--- config.mk ---
export PLATFORM = sky130hd
export DESIGN_NAME = strap_seq
export DESIGN_NICKNAME = d
export VERILOG_FILES = /design/src/rtl/strap_pkg.sv /design/src/rtl/strap_window_timer.sv /design/src/rtl/strap_phase_fsm.sv /design/src/rtl/strap_capture_latch.sv /design/src/rtl/strap_drive_ctrl.sv /design/src/rtl/strap_seq.sv
export SDC_FILE = /design/constraint.sdc
export NUM_CORES = 1
export LEC_CHECK = 0
export BUFFER_PORTS_ARGS = -buffer_cell sky130_fd_sc_hd__buf_2
export CORE_MARGIN = 2
export CORE_UTILIZATION = 25
export CTS_BUF_LIST = sky130_fd_sc_hd__clkbuf_8
export DETAILED_ROUTE_END_ITERATION = 12
export SYNTH_ARGS = -nofsm -noshare
export SYNTH_HDL_FRONTEND = slang
export SYNTH_SLANG_ARGS = --single-unit
--- constraint.sdc ---
create_clock -name clk_ref -period 2.15 [get_ports clk_ref]
set_clock_uncertainty 0.05 [all_clocks]
set_input_delay 0.215 -clock clk_ref [delete_from_list [all_inputs] [get_ports clk_ref]]
set_output_delay 0.215 -clock clk_ref [all_outputs]
set_load 0.01 [all_outputs]
--- src/rtl/strap_pkg.sv ---
// Package: shared types for the strap latch sequencer.
// Assumes four frequency-select pads plus one mode pad.
package strap_pkg;

    localparam int FS_W   = 4;
    localparam int PAD_N  = FS_W + 1;

    // Sequencer phase after power-good rises
    typedef enum logic [1:0] {
        PH_WINDOW = 2'd0,
        PH_LATCH  = 2'd1,
        PH_DRIVE  = 2'd2
    } phase_t;

    // Latched strap image: mode sits above the frequency bits
    typedef struct packed {
        logic            mode;
        logic [FS_W-1:0] fs;
    } strap_t;

endpackage

--- src/rtl/strap_window_timer.sv ---
// Module: counts reference cycles of the three-state window.
// Assumes WIN_CYCLES >= 2; pwr_ok low clears the count synchronously.
// win_end is high in the last window cycle while run is high.
module strap_window_timer #(
    parameter int WIN_CYCLES = 28636,
    localparam int CW = (WIN_CYCLES > 1) ? $clog2(WIN_CYCLES) : 1
) (
    input  logic clk,
    input  logic pwr_ok,
    input  logic run,
    output logic win_end
);

    logic [CW-1:0] count;
    logic          at_last;

    // Flag the terminal count
    always_comb at_last = (count == CW'(WIN_CYCLES - 1));

    // Advance the count while the window runs
    always_ff @(posedge clk) begin
        if (!pwr_ok)
            count <= '0;
        else if (run && !at_last)
            count <= count + 1'b1;
    end

    // Window end is only meaningful while running
    always_comb win_end = run && at_last;

endmodule

--- src/rtl/strap_phase_fsm.sv ---
// Module: steps window -> latch -> drive after power-good.
// Assumes pwr_ok is the only clear; it restarts the sequence.
module strap_phase_fsm
    import strap_pkg::*;
(
    input  logic clk,
    input  logic pwr_ok,
    input  logic win_end,
    output logic in_window,
    output logic capture_en,
    output logic drive_on
);

    phase_t phase, phase_nx;

    // Next-phase selection
    always_comb begin
        phase_nx = phase;
        unique case (phase)
            PH_WINDOW: if (win_end) phase_nx = PH_LATCH;
            PH_LATCH:  phase_nx = PH_DRIVE;
            PH_DRIVE:  phase_nx = PH_DRIVE;
            default:   phase_nx = PH_WINDOW;
        endcase
    end

    // Phase register, cleared by loss of power-good
    always_ff @(posedge clk) begin
        if (!pwr_ok)
            phase <= PH_WINDOW;
        else
            phase <= phase_nx;
    end

    // Decoded controls for timer, latch and drivers
    always_comb begin
        in_window  = (phase == PH_WINDOW);
        capture_en = in_window && win_end;
        drive_on   = (phase == PH_DRIVE);
    end

endmodule

--- src/rtl/strap_capture_latch.sv ---
// Module: holds the pad levels sampled at the end of the window.
// Assumes capture_en pulses once per power-up; pwr_ok low clears.
module strap_capture_latch
    import strap_pkg::*;
(
    input  logic             clk,
    input  logic             pwr_ok,
    input  logic             capture_en,
    input  logic [PAD_N-1:0] pin_lvl,
    output strap_t           strap
);

    // Capture the pad image once and then hold it
    always_ff @(posedge clk) begin
        if (!pwr_ok)
            strap <= '0;
        else if (capture_en)
            strap <= strap_t'(pin_lvl);
    end

endmodule

--- src/rtl/strap_drive_ctrl.sv ---
// Module: fans the drive phase out to pad enables and the shared-pin role.
// Assumes drive_on is only high after the straps are stable.
module strap_drive_ctrl #(
    parameter int N_PADS = 5
) (
    input  logic              drive_on,
    input  logic              mode,
    output logic [N_PADS-1:0] drv_en,
    output logic              ready,
    output logic              ref_out_en,
    output logic              stop_in_sel
);

    // One enable per pad, all tied to the drive phase
    for (genvar g = 0; g < N_PADS; g++) begin : g_pad_en
        always_comb drv_en[g] = drive_on;
    end

    // Ready flag and shared-pin role selection
    always_comb begin
        ready       = drive_on;
        ref_out_en  = drive_on && mode;
        stop_in_sel = drive_on && !mode;
    end

endmodule

--- src/rtl/strap_seq.sv ---
// Module: top of the power-on strap latch sequencer.
// Assumes clk_ref is the crystal reference and runs whenever pwr_ok is high.
// Pads three-state for WIN_CYCLES edges, latch, then drive one edge later.
module strap_seq
    import strap_pkg::*;
#(
    parameter int WIN_CYCLES = 28636
) (
    input  logic             clk_ref,
    input  logic             pwr_ok,
    input  logic [PAD_N-1:0] pin_lvl,
    output logic [FS_W-1:0]  strap_fs,
    output logic             strap_mode,
    output logic [PAD_N-1:0] drv_en,
    output logic             ready,
    output logic             ref_out_en,
    output logic             stop_in_sel
);

    logic   in_window;
    logic   win_end;
    logic   capture_en;
    logic   drive_on;
    strap_t strap;

    strap_window_timer #(.WIN_CYCLES(WIN_CYCLES)) u_timer (
        .clk     (clk_ref),
        .pwr_ok  (pwr_ok),
        .run     (in_window),
        .win_end (win_end)
    );

    strap_phase_fsm u_fsm (
        .clk        (clk_ref),
        .pwr_ok     (pwr_ok),
        .win_end    (win_end),
        .in_window  (in_window),
        .capture_en (capture_en),
        .drive_on   (drive_on)
    );

    strap_capture_latch u_latch (
        .clk        (clk_ref),
        .pwr_ok     (pwr_ok),
        .capture_en (capture_en),
        .pin_lvl    (pin_lvl),
        .strap      (strap)
    );

    strap_drive_ctrl #(.N_PADS(PAD_N)) u_drv (
        .drive_on    (drive_on),
        .mode        (strap.mode),
        .drv_en      (drv_en),
        .ready       (ready),
        .ref_out_en  (ref_out_en),
        .stop_in_sel (stop_in_sel)
    );

    // Expose the latched image
    always_comb begin
        strap_fs   = strap.fs;
        strap_mode = strap.mode;
    end

endmodule

==> impl_metrics.ini <==
[run_status]
outcome = complete, no violations

[critical_path]
critPathLaunchType = register
cp-end-kind = register
crit_fanout = 7
crit_arrival_ns = 1.91
worstSetupPathType = register to register
crit_required_ns = 2.26

[synthesis]
ys_ff_latch = 22
synth_flop_cell = dfxtp_1
synth_cell_types = 31
ys_top_cells_by_area = dfxtp_1 39%, and2_1 6.6%, nand2_1 6.0%
synth_top_area_cell = dfxtp_1
syn_avg_cell_area_um2 = 9.45
async_flop_share_pct = 0
synth_edf_count = 0
syn_nets = 130
syn_area_mm2 = 0.00113
yosysWarnings = 0
yosysMostFrequentCell = dfxtp_1
ys_seq_area_share_pct = 38.9
netlist.area_leader.share_pct = 38.9
yosys-top-cells-count = 22 x dfxtp_1, 18 x nand2_1, 12 x and2_1, 6 x mux2i_1, 6 x xnor2_1
syn_inst = 120

[clock_tree]
cts_buffer_depth = 2
clock_latency_ns = 0.26
clk_pin_slew_ns = 0.08
cts_tree = done
cts_resized = 0
post-cts-setup-buffers = 0
root_buffer = clkbuf_8
htree_levels = 1
cts_hold_buf = 0
numCtsBuffers = 3
cts_sinks = 22

[global_routing]
grt_pass1_wl_um = 3390
track_usage_pct = 8.68
first_global_vias = 757
grt_antenna_before_repair = 0
grt_max_degree = 31
grt_overflow_total = 0

[sta]
hold_viol = 0
tightest_slew_ns = 0.440
tns_ns = 0
drv_slew = 0
period_share_pct = 83.7
rsz0062_at_grt = false
setup_viol_count_final = 0
slew-limit-headroom_pct = 70.7
timing.fmax_mhz = 556
min_period_ns = 1.80

[layout]
seqCellArea_um2 = 440
antennaDiodeCount = 0
fin_util_pct = 30.1
final_nets = 145
fillers = 456
drive_gt1_share_pct = 22.4
area_growth_syn_to_layout_pct = 15.7
multi_input_area_um2 = 621

[hold_path]
min_path_type = input port to register

[power_and_ir_drop]
comb_power_share_pct = 3.0
total_power_uw = 830
p_per_area_mw_per_mm2 = 633
switching_share_pct = 19.1
p_clk_share_pct = 46.6
switching_power_uw = 159
power.leakage_uw = 0.000578
vdd.ir_drop.worst_v = 0.000212
p_int_uw = 672
seqPwrFrac_pct = 50.4

[placement]
gp_congestion = 0.724
numPortBuffers = 19
hpwl_um = 1420

[drt]
dr.pass1.iters = 4
ant_nets = 0
wire_per_inst_um = 10.5
vias = 813
drtIter0Drc = 42
viasPerCell = 4.37
wirelength_um = 1950
drc_errors = 0

[floorplanning]
num_rows = 24
start_util_pct = 26.0
core_area_mm2 = 0.00435
dieWidth_um = 71.3
io_pins = 20
fp.dieArea_mm2 = 0.00509
fp.dieH_um = 71.3

[flow_run]
max_cap_violations = 0
worst paths after layout:
check                                              startpoint                              to  slack [ns]  cells after the start
worst min register to register  u_latch.strap[2]$_SDFFE_PN0P_   u_latch.strap[2]$_SDFFE_PN0P_        0.41                      2
worst max-delay path              u_fsm.phase[0]$_SDFFE_PN0P_  u_timer.count[12]$_SDFFE_PN0P_        0.35                      6
worst max register to register    u_fsm.phase[0]$_SDFFE_PN0P_  u_timer.count[12]$_SDFFE_PN0P_        0.35                      6
worst min-delay path                               pin_lvl[4]   u_latch.strap[4]$_SDFFE_PN0P_        0.13                      3
logic make-up after synthesis:
family                     synth area share (%)
adders and majority gates                  3.31
DFF                                        38.9
buffers and inverters                      6.40
xor gates and xnor gates                   8.50
AOI/OAI and AO/OA                          5.96
and+or+nand+nor                            31.7
muxes                                      5.30
layout by cell type (no fill, tap or decap), types with 4 or more instances in the layout:
cell and count:
and2_1 12, nand3_1 4, mux2i_1 6, inv_1 5, xor2_1 5, buf_2 19
nor4_1 4, xnor2_1 6, nand2_1 18, dfxtp_1 22
worst max-delay path, cell delays in order (launching register included):
cell,delay (ns)
dfxtp_1,0.32
inv_1,0.08
ha_1,0.38
nand3_1,0.25
nor4_1,0.34
xor2_1,0.11
and2_1,0.16
state kept, by name, summed over array words and instances, names as in the netlist:
| name | cells |
|---|---|
| u_timer.count | 15 |
| u_latch.strap | 5 |
| u_fsm.phase | 2 |
per-layer routing:
metal,GRT usage [%],wire [um]
met4,6.92,60
met5,0,0
met3,2.25,61
met1,10.2,957
met2,13.3,867
cell type report:
cell class / instances / share of cell area, %
flip-flops and latches: 22 / 33.6
clock inverters: 1 / 2.29
inverters: 5 / 1.43
multi-input cells: 84 / 47.3
repair buffers: 19 / 7.25
clock buffers: 3 / 3.15
well taps: 52 / 4.96
power by group through the flow:
| stage | clock network [uW] | registers, uW | logic [uW] |
|---|---|---|---|
| finish | 387 | 418 | 25.2 |
| CTS | 401 | 418 | 26.1 |
| floorplan | 0 | 427 | 17.8 |
| detailed placement | 0 | 428 | 25.9 |
| global route | 415 | 419 | 29.7 |
| global placement | 0 | 428 | 26.3 |
metrics by stage:
stage	hold slack (ns)	worst slack (ns)	cell area (um^2)	std cells
final	0.130	0.351	1310	186
after global routing	0.130	0.188	1310	186
after CTS	0.125	0.346	1310	186
after detailed placement	0.405	0.373	1240	182
after global placement	0.396	0.401	1240	182
after floorplan	0.304	0.589	1130	120
(Power assumes the default switching activity.)
